**config.mk**
```make
export PLATFORM = sky130hd
export DESIGN_NAME = ovl_pixel_formatter
export DESIGN_NICKNAME = d
export VERILOG_FILES = /design/src/rtl/ovl_pix_pkg.sv /design/src/rtl/ovl_word_unpack.sv /design/src/rtl/ovl_color_expand.sv /design/src/rtl/ovl_order_serializer.sv /design/src/rtl/ovl_pixel_formatter.sv
export SDC_FILE = /design/constraint.sdc
export NUM_CORES = 1
export LEC_CHECK = 0
export BUFFER_PORTS_ARGS = -buffer_cell sky130_fd_sc_hd__buf_2
export CORE_MARGIN = 4
export CORE_UTILIZATION = 58
export DETAILED_ROUTE_END_ITERATION = 7
export PLACE_DENSITY = 0.85
export SYNTH_ARGS = -nofsm -noshare
export SYNTH_HDL_FRONTEND = slang
export SYNTH_SLANG_ARGS = --single-unit
```
**constraint.sdc**
```tcl
create_clock -name clk -period 2.9 [get_ports clk]
set_clock_uncertainty 0.15 [all_clocks]
set_input_delay 0 -clock clk [delete_from_list [all_inputs] [get_ports clk]]
set_output_delay 0 -clock clk [all_outputs]
set_load 0.01 [all_outputs]
```
**src/rtl/ovl_pix_pkg.sv**
```systemverilog
package ovl_pix_pkg;

   localparam int unsigned CH_W  = 6;
   localparam int unsigned PIX_W = 3 * CH_W;

   typedef logic [CH_W-1:0] chan_t;

   typedef struct packed {
      chan_t r;
      chan_t g;
      chan_t b;
   } rgb_t;

   typedef enum logic [2:0] {
      BPP_RSV0  = 3'b000,
      BPP_RSV1  = 3'b001,
      BPP_RSV2  = 3'b010,
      BPP_PAL8  = 3'b011,
      BPP_D332  = 3'b100,
      BPP_D565  = 3'b101,
      BPP_D5551 = 3'b110,
      BPP_U18   = 3'b111
   } bpp_e;

   // bit 1: serial, bit 0: blue leads
   typedef enum logic [1:0] {
      OUT_PAR_RGB = 2'b00,
      OUT_PAR_BGR = 2'b01,
      OUT_SER_RGB = 2'b10,
      OUT_SER_BGR = 2'b11
   } outm_e;

   // Widen a field of n bits, held left-aligned in src, by repeating it
   // from the most significant end until CH_W bits are filled.
   function automatic chan_t widen(input chan_t src, input int unsigned n);
      chan_t o;
      for (int unsigned i = 0; i < CH_W; i++) begin
         o[CH_W-1-i] = src[CH_W-1-(i % n)];
      end
      return o;
   endfunction

endpackage

```
**src/rtl/ovl_word_unpack.sv**
```systemverilog
module ovl_word_unpack
   import ovl_pix_pkg::*;
#(
   parameter int unsigned WORD_W = 32
) (
   input  logic                  clk,
   input  logic                  rst_n,
   input  logic                  in_valid,
   output logic                  in_ready,
   input  logic [WORD_W-1:0]     in_word,
   input  logic [2:0]            bpp_mode,
   output logic                  px_avail,
   output logic [PIX_W-1:0]      px_raw,
   output bpp_e                  px_bpp,
   input  logic                  px_take
);

   localparam int unsigned LANE8_N  = WORD_W / 8;
   localparam int unsigned LANE16_N = WORD_W / 16;
   localparam int unsigned SLOT_W   = $clog2(LANE8_N);
   localparam int unsigned L16_W    = $clog2(LANE16_N);

   logic [WORD_W-1:0] wbuf;
   bpp_e              wmode;
   logic              wfull;
   logic [SLOT_W-1:0] slot;
   logic [SLOT_W-1:0] last_idx;
   logic              last_slot;

   logic [7:0]  lane8  [LANE8_N];
   logic [15:0] lane16 [LANE16_N];

   for (genvar i = 0; i < LANE8_N; i++) begin : g_lane8
      assign lane8[i] = wbuf[8*i +: 8];
   end
   for (genvar j = 0; j < LANE16_N; j++) begin : g_lane16
      assign lane16[j] = wbuf[16*j +: 16];
   end

   always_comb begin
      unique case (wmode)
         BPP_PAL8, BPP_D332:  last_idx = SLOT_W'(LANE8_N - 1);
         BPP_D565, BPP_D5551: last_idx = SLOT_W'(LANE16_N - 1);
         default:             last_idx = '0;
      endcase
   end

   assign last_slot = (slot == last_idx);

   always_comb begin
      unique case (wmode)
         BPP_PAL8, BPP_D332:  px_raw = {{(PIX_W-8){1'b0}}, lane8[slot]};
         BPP_D565, BPP_D5551: px_raw = {{(PIX_W-16){1'b0}}, lane16[slot[L16_W-1:0]]};
         BPP_U18:             px_raw = wbuf[PIX_W-1:0];
         default:             px_raw = '0;
      endcase
   end

   assign px_avail = wfull;
   assign px_bpp   = wmode;
   assign in_ready = !wfull || (px_take && last_slot);

   always_ff @(posedge clk or negedge rst_n) begin
      if (!rst_n) begin
         wbuf  <= '0;
         wmode <= BPP_RSV0;
         wfull <= 1'b0;
         slot  <= '0;
      end else if (in_valid && in_ready) begin
         wbuf  <= in_word;
         wmode <= bpp_e'(bpp_mode);
         wfull <= 1'b1;
         slot  <= '0;
      end else if (px_take) begin
         if (last_slot) begin
            wfull <= 1'b0;
         end else begin
            slot <= slot + 1'b1;
         end
      end
   end

   assert_accept_loads_R11: assert property (@(posedge clk) disable iff (!rst_n)
      (in_valid && in_ready) |=> (wfull && slot == '0));

   assert_word_held_R11: assert property (@(posedge clk) disable iff (!rst_n)
      (wfull && !px_take) |=> $stable(wbuf));

   assert_slot_bound_R11: assert property (@(posedge clk) disable iff (!rst_n)
      wfull |-> (slot <= last_idx));

endmodule

```
**src/rtl/ovl_color_expand.sv**
```systemverilog
module ovl_color_expand
   import ovl_pix_pkg::*;
(
   input  logic [PIX_W-1:0] px_raw,
   input  bpp_e             px_bpp,
   output rgb_t             colour,
   output logic             is_index,
   output logic             bad_code
);

   always_comb begin
      colour   = '0;
      is_index = 1'b0;
      bad_code = 1'b0;
      unique case (px_bpp)
         BPP_PAL8: begin
            colour   = rgb_t'({{(PIX_W-8){1'b0}}, px_raw[7:0]});
            is_index = 1'b1;
         end
         BPP_D332: begin
            colour.r = widen({px_raw[7:5], {(CH_W-3){1'b0}}}, 3);
            colour.g = widen({px_raw[4:2], {(CH_W-3){1'b0}}}, 3);
            colour.b = widen({px_raw[1:0], {(CH_W-2){1'b0}}}, 2);
         end
         BPP_D565: begin
            colour.r = widen({px_raw[15:11], {(CH_W-5){1'b0}}}, 5);
            colour.g = px_raw[10:5];
            colour.b = widen({px_raw[4:0], {(CH_W-5){1'b0}}}, 5);
         end
         BPP_D5551: begin
            colour.r = {px_raw[15:11], px_raw[0]};
            colour.g = {px_raw[10:6],  px_raw[0]};
            colour.b = {px_raw[5:1],   px_raw[0]};
         end
         BPP_U18: begin
            colour = rgb_t'(px_raw);
         end
         default: begin
            bad_code = 1'b1;
         end
      endcase
   end

endmodule

```
**src/rtl/ovl_order_serializer.sv**
```systemverilog
module ovl_order_serializer
   import ovl_pix_pkg::*;
(
   input  logic             clk,
   input  logic             rst_n,
   input  logic             px_avail,
   output logic             px_take,
   input  rgb_t             colour,
   input  logic             is_index,
   input  logic             bad_code,
   input  logic [1:0]       out_mode,
   output logic             pix_strobe,
   output logic [PIX_W-1:0] pix_data,
   output logic             fmt_err
);

   localparam int unsigned PAD_W = PIX_W - CH_W;

   logic [1:0] left;
   rgb_t       hold;
   logic       hold_bgr;
   logic       hold_err;

   assign px_take = px_avail && (left == 2'd0);

   always_ff @(posedge clk or negedge rst_n) begin
      if (!rst_n) begin
         left       <= 2'd0;
         hold       <= '0;
         hold_bgr   <= 1'b0;
         hold_err   <= 1'b0;
         pix_strobe <= 1'b0;
         pix_data   <= '0;
         fmt_err    <= 1'b0;
      end else if (left != 2'd0) begin
         pix_strobe <= 1'b1;
         fmt_err    <= hold_err;
         left       <= left - 2'd1;
         if (left == 2'd2) begin
            pix_data <= {{PAD_W{1'b0}}, hold.g};
         end else begin
            pix_data <= {{PAD_W{1'b0}}, hold_bgr ? hold.r : hold.b};
         end
      end else if (px_avail) begin
         pix_strobe <= 1'b1;
         fmt_err    <= bad_code;
         if (is_index || !out_mode[1]) begin
            pix_data <= (!is_index && out_mode[0]) ?
                        {colour.b, colour.g, colour.r} : colour;
         end else begin
            pix_data <= {{PAD_W{1'b0}}, out_mode[0] ? colour.b : colour.r};
            hold     <= colour;
            hold_bgr <= out_mode[0];
            hold_err <= bad_code;
            left     <= 2'd2;
         end
      end else begin
         pix_strobe <= 1'b0;
         fmt_err    <= 1'b0;
      end
   end

   assert_serial_run_R4: assert property (@(posedge clk) disable iff (!rst_n)
      (left != 2'd0) |=> pix_strobe);

   assert_serial_field_R5: assert property (@(posedge clk) disable iff (!rst_n)
      (left != 2'd0) |=> (pix_data[PIX_W-1:CH_W] == '0));

   assert_black_on_error_R12: assert property (@(posedge clk) disable iff (!rst_n)
      fmt_err |-> (pix_strobe && pix_data == '0));

   assert_left_range_R13: assert property (@(posedge clk) disable iff (!rst_n)
      left <= 2'd2);

endmodule

```
**src/rtl/ovl_pixel_formatter.sv**
```systemverilog
module ovl_pixel_formatter
   import ovl_pix_pkg::*;
#(
   parameter int unsigned WORD_W = 32
) (
   input  logic              clk,
   input  logic              rst_n,
   input  logic [2:0]        bpp_mode,
   input  logic [1:0]        out_mode,
   input  logic              in_valid,
   output logic              in_ready,
   input  logic [WORD_W-1:0] in_word,
   output logic              pix_strobe,
   output logic [PIX_W-1:0]  pix_data,
   output logic              fmt_err
);

   if (WORD_W < 32 || (WORD_W & (WORD_W - 1)) != 0) begin : g_bad_word_w
      $error("WORD_W must be a power of two of at least 32");
   end

   logic             px_avail;
   logic             px_take;
   logic [PIX_W-1:0] px_raw;
   bpp_e             px_bpp;
   rgb_t             colour;
   logic             is_index;
   logic             bad_code;

   ovl_word_unpack #(.WORD_W(WORD_W)) u_unpack (
      .clk      (clk),
      .rst_n    (rst_n),
      .in_valid (in_valid),
      .in_ready (in_ready),
      .in_word  (in_word),
      .bpp_mode (bpp_mode),
      .px_avail (px_avail),
      .px_raw   (px_raw),
      .px_bpp   (px_bpp),
      .px_take  (px_take)
   );

   ovl_color_expand u_expand (
      .px_raw   (px_raw),
      .px_bpp   (px_bpp),
      .colour   (colour),
      .is_index (is_index),
      .bad_code (bad_code)
   );

   ovl_order_serializer u_order (
      .clk        (clk),
      .rst_n      (rst_n),
      .px_avail   (px_avail),
      .px_take    (px_take),
      .colour     (colour),
      .is_index   (is_index),
      .bad_code   (bad_code),
      .out_mode   (out_mode),
      .pix_strobe (pix_strobe),
      .pix_data   (pix_data),
      .fmt_err    (fmt_err)
   );

   assert_reset_quiet_R1: assert property (@(posedge clk) disable iff (!rst_n)
      $rose(rst_n) |-> (!pix_strobe && !fmt_err));

endmodule

```
==> flow_metrics.env <==
export IMPL_status="finished clean"
export IMPL_io_buffers=60
export IMPL_viasPerCell=6.34
export IMPL_ys_top_cells_by_area="dfrtp_1 (45%), mux2_1 (7.5%), mux2_2 (6.8%), o21ai_0 (5.1%), nand2_1 (4.8%)"
export IMPL_place_ws_ns=0.436
export IMPL_met2_usage_pct=48.5
export IMPL_p_comb_share_pct=53.4
export IMPL_ys_ff_latch=80
export IMPL_synth_edf_count=0
export IMPL_use_met1_pct=37.6
export IMPL_antenna_found_initial=0
export IMPL_area_growth_pct=23.0
export IMPL_period_needed_ns=2.70
export IMPL_ys_warn_count=0
export IMPL_wirelength_um=12900
export IMPL_ff2ff_setup_slack_ns=0.20
export IMPL_critical_path_required_ns=2.99
export IMPL_top_usage_layer="met2"
export IMPL_worst_slack_ns=0.198
export IMPL_die_w_um=96
export IMPL_grt_total_usage_pct=29.6
export IMPL_rsz0062_at_grt="false"
export IMPL_cts_tree="done"
export IMPL_r2r_cells=6
export IMPL_clk_pin_slew_worst_paths_ns=0.09
export IMPL_numCtsBuffers=9
export IMPL_cpMaxStageDelayCell="dlygate4sd3_1"
export IMPL_num_rows=31
export IMPL_grt_overflow_total=0
export IMPL_drive_gt1_share_pct=24.4
export IMPL_worst_setup_path_start_kind="flip-flop"
export IMPL_synthesis_instances=432
export IMPL_die_area_sq_mm=0.00922
export IMPL_sw_frac_of_total_pct=45.3
export IMPL_r2r_start="u_unpack.px_bpp[1]"
export IMPL_yosysTopAreaCellShare_pct=44.6
export IMPL_cp_max_fo=12
export IMPL_initial_utilization_pct=60.6
export IMPL_grt_max_degree=81
export IMPL_cp_end_kind="flip-flop"
export IMPL_power_leakage_nw=2.47
export IMPL_dr_pass1_iters=7
export IMPL_ys_seq_area_share_pct=44.6
export IMPL_p_seq_share_pct=33.1
export IMPL_ys_types=55
export IMPL_final_setup_viol_count=0
export IMPL_power_switching_w=0.00296
export IMPL_synth_largest_area_cell="dfrtp_1"
export IMPL_fin_nets=574
export IMPL_drt_iter0_markers=317
export IMPL_r2r_end="u_order.hold_bgr"
export IMPL_gp_congestion=0.941
export IMPL_cts_setup_buffers=0
export IMPL_ant_nets=0
export IMPL_cap_viol_max_count=0
export IMPL_drc_errors=0
export IMPL_gr_usage_met3_pct=5.32
export IMPL_max_freq_mhz=370
export IMPL_cp_arrival_ns=2.80
export IMPL_vias=4039
export IMPL_hold_class="primary input to asynchronous set/reset pin"
export IMPL_clock_sinks=80
export IMPL_path_class="flip-flop to flip-flop"
export IMPL_finalSetupTns_ns=0
export IMPL_async_flop_share_pct=100
export IMPL_tightest_slew_ns=0.999
export IMPL_synthesis_nets=474
export IMPL_dp_hpwl_um=9000
export IMPL_clkPwrFrac_pct=13.4
export IMPL_h_tree_depth=3
export IMPL_clock_latency_ns=0.36
export IMPL_ios=61
export IMPL_peakVddDrop_v=0.000580
export IMPL_final_max_slew_viol_count=0
export IMPL_power_per_cell_area_mw_per_mm2=1180
export IMPL_fp_coreArea_sq_mm=0.00741
export IMPL_synth_main_ff_cell="dfrtp_1"
export IMPL_slew_headroom_pct=33.4
export IMPL_grt_pass1_wl_um=20400
export IMPL_netlist_area_sq_mm=0.00449
export IMPL_post_drt_wl_per_cell_um=20.2
export IMPL_grt_pass1_vias=4021
export IMPL_die_h_um=96
export IMPL_critical_path_cell_chain="buf_4 > and2_1 > nand2_1 > nand3_1 > mux2_2 > dlygate4sd3_1"
export IMPL_hold_viol_final=0
export IMPL_slowest_delay_ns=0.55
export IMPL_synth_avg_cell_area_sq_um=10.4
export IMPL_root_buffer="clkbuf_8"
export IMPL_post_route_period_util_pct=93.2
export IMPL_final_util_pct=74.6
export IMPL_power_internal_w=0.00358
export IMPL_max_clock_path_buffers=2
[synthesized netlist by cell type (2+ instances only)]
master and n:
dfrtp_1 80, nand2_1 58, o21ai_0 46, mux2_1 30, mux2_2 27, nor2_1 16, mux2i_1 14, a22oi_1 13
clkbuf_1 12, buf_2 11, a21oi_1 10, inv_1 9, a31oi_1 8, o31ai_1 7, mux4_2 6, nand3_1 6
nor2b_1 6, o211ai_1 6, nor3_1 5, a22o_1 4, a32oi_1 4, and2_1 4, a21boi_0 3, buf_4 3
buf_6 3, nand2b_1 3, xor2_1 3, a21o_1 2, and3_1 2, ha_1 2, nand4_1 2, nor4_1 2
o211a_1 2, o221ai_1 2
[timing repair]
item / in CTS / in global routing
endpoints found under the hold margin: 125 / 0
resized for setup: 0 / 0
hold buffers: 40 / 0
setup endpoints to repair: 0 / 0
[critical path, delay by kind of cell (launching register included)]
kind / cells / cell delay, ns
multiplexers: 1 / 0.34
AND/OR/NAND/NOR: 3 / 0.85
buffers and inverters: 2 / 0.79
flip-flops: 1 / 0.48
[metal layers]
layer  share of wire (%)  vias up  wire length [um]
li1                    -     1798                 -
met1                  39     1938              5030
met2                  49      248              6300
met3                 8.0       55              1040
met4                 4.1        0               525
met5                   0        -                 0
[stage by stage]
step | total power [W] | cells | hold WS (ns) | cell area (sq um)
floorplan | 0.00442 | 432 | -0.446 | 4490
global placement | 0.00535 | 580 | 0.0521 | 4910
detailed placement | 0.00547 | 580 | 0.0671 | 4910
CTS | 0.00640 | 636 | 0.227 | 5520
global route | 0.00691 | 636 | 0.236 | 5520
finish | 0.00654 | 637 | 0.203 | 5530
[power groups by stage]
stage | clock network [W] | logic, W | registers, W
3_5_place_dp | 0 | 0.00332 | 0.00216
5_1_grt | 0.000929 | 0.00377 | 0.00221
3_3_place_gp | 0 | 0.00323 | 0.00212
4_1_cts | 0.000876 | 0.00339 | 0.00213
2_1_floorplan | 0 | 0.00248 | 0.00194
6_report | 0.000879 | 0.00349 | 0.00217
[layout by cell type, fill, tap and decap left out, types with 7 or more instances in the layout]
cell,instances
nor2_1,16
dfrtp_1,80
buf_4,18
nand2_1,58
a31oi_1,8
mux2i_1,14
a22oi_1,13
mux2_2,27
mux2_1,30
inv_1,9
dlygate4sd3_1,40
clkbuf_8,10
o21ai_0,46
a21oi_1,10
o31ai_1,7
buf_2,59
[flip-flops by register name, indices dropped and copies added, names as in the netlist, 2 cells and up]
| register | cells |
|---|---|
| u_order.pix_data | 18 |
| u_order.hold | 18 |
| u_unpack.wbuf | 32 |
| u_unpack.px_bpp | 3 |
| u_order.left | 2 |
| u_unpack.slot | 2 |
[cell families after synthesis]
logic type / share of synthesized area, %
compound gates: 18.4
mux: 20.4
simple gates: 11.3
buf+inv: 4.23
fa+ha+maj: 0.557
flops: 44.6
xor+xnor: 0.585
[area by class of cell]
type	instances	area, sq um
multi-input cells	314	2300
flip-flops and latches	80	2000
fillers	530	1880
repair buffers	118	851
clock buffers	10	138
well taps	99	124
clock inverters	6	75.1
inverters	9	33.8
diodes	1	2.50
[worst max path at each step]
stage                               end  slack [ns]                from  depth (start not counted)
floorplan              u_order.hold[11]        0.73     u_order.left[0]                          8
global placement    u_order.pix_data[2]        0.39    u_unpack.slot[1]                          6
detailed placement  u_order.pix_data[2]        0.44    u_unpack.slot[1]                          6
CTS                    u_order.hold_bgr        0.24  u_unpack.px_bpp[1]                          6
global route           u_order.hold_bgr        0.11  u_unpack.px_bpp[1]                          6
finish                 u_order.hold_bgr        0.20  u_unpack.px_bpp[1]                          6
Note: power is estimated with default switching activity, not from simulation.
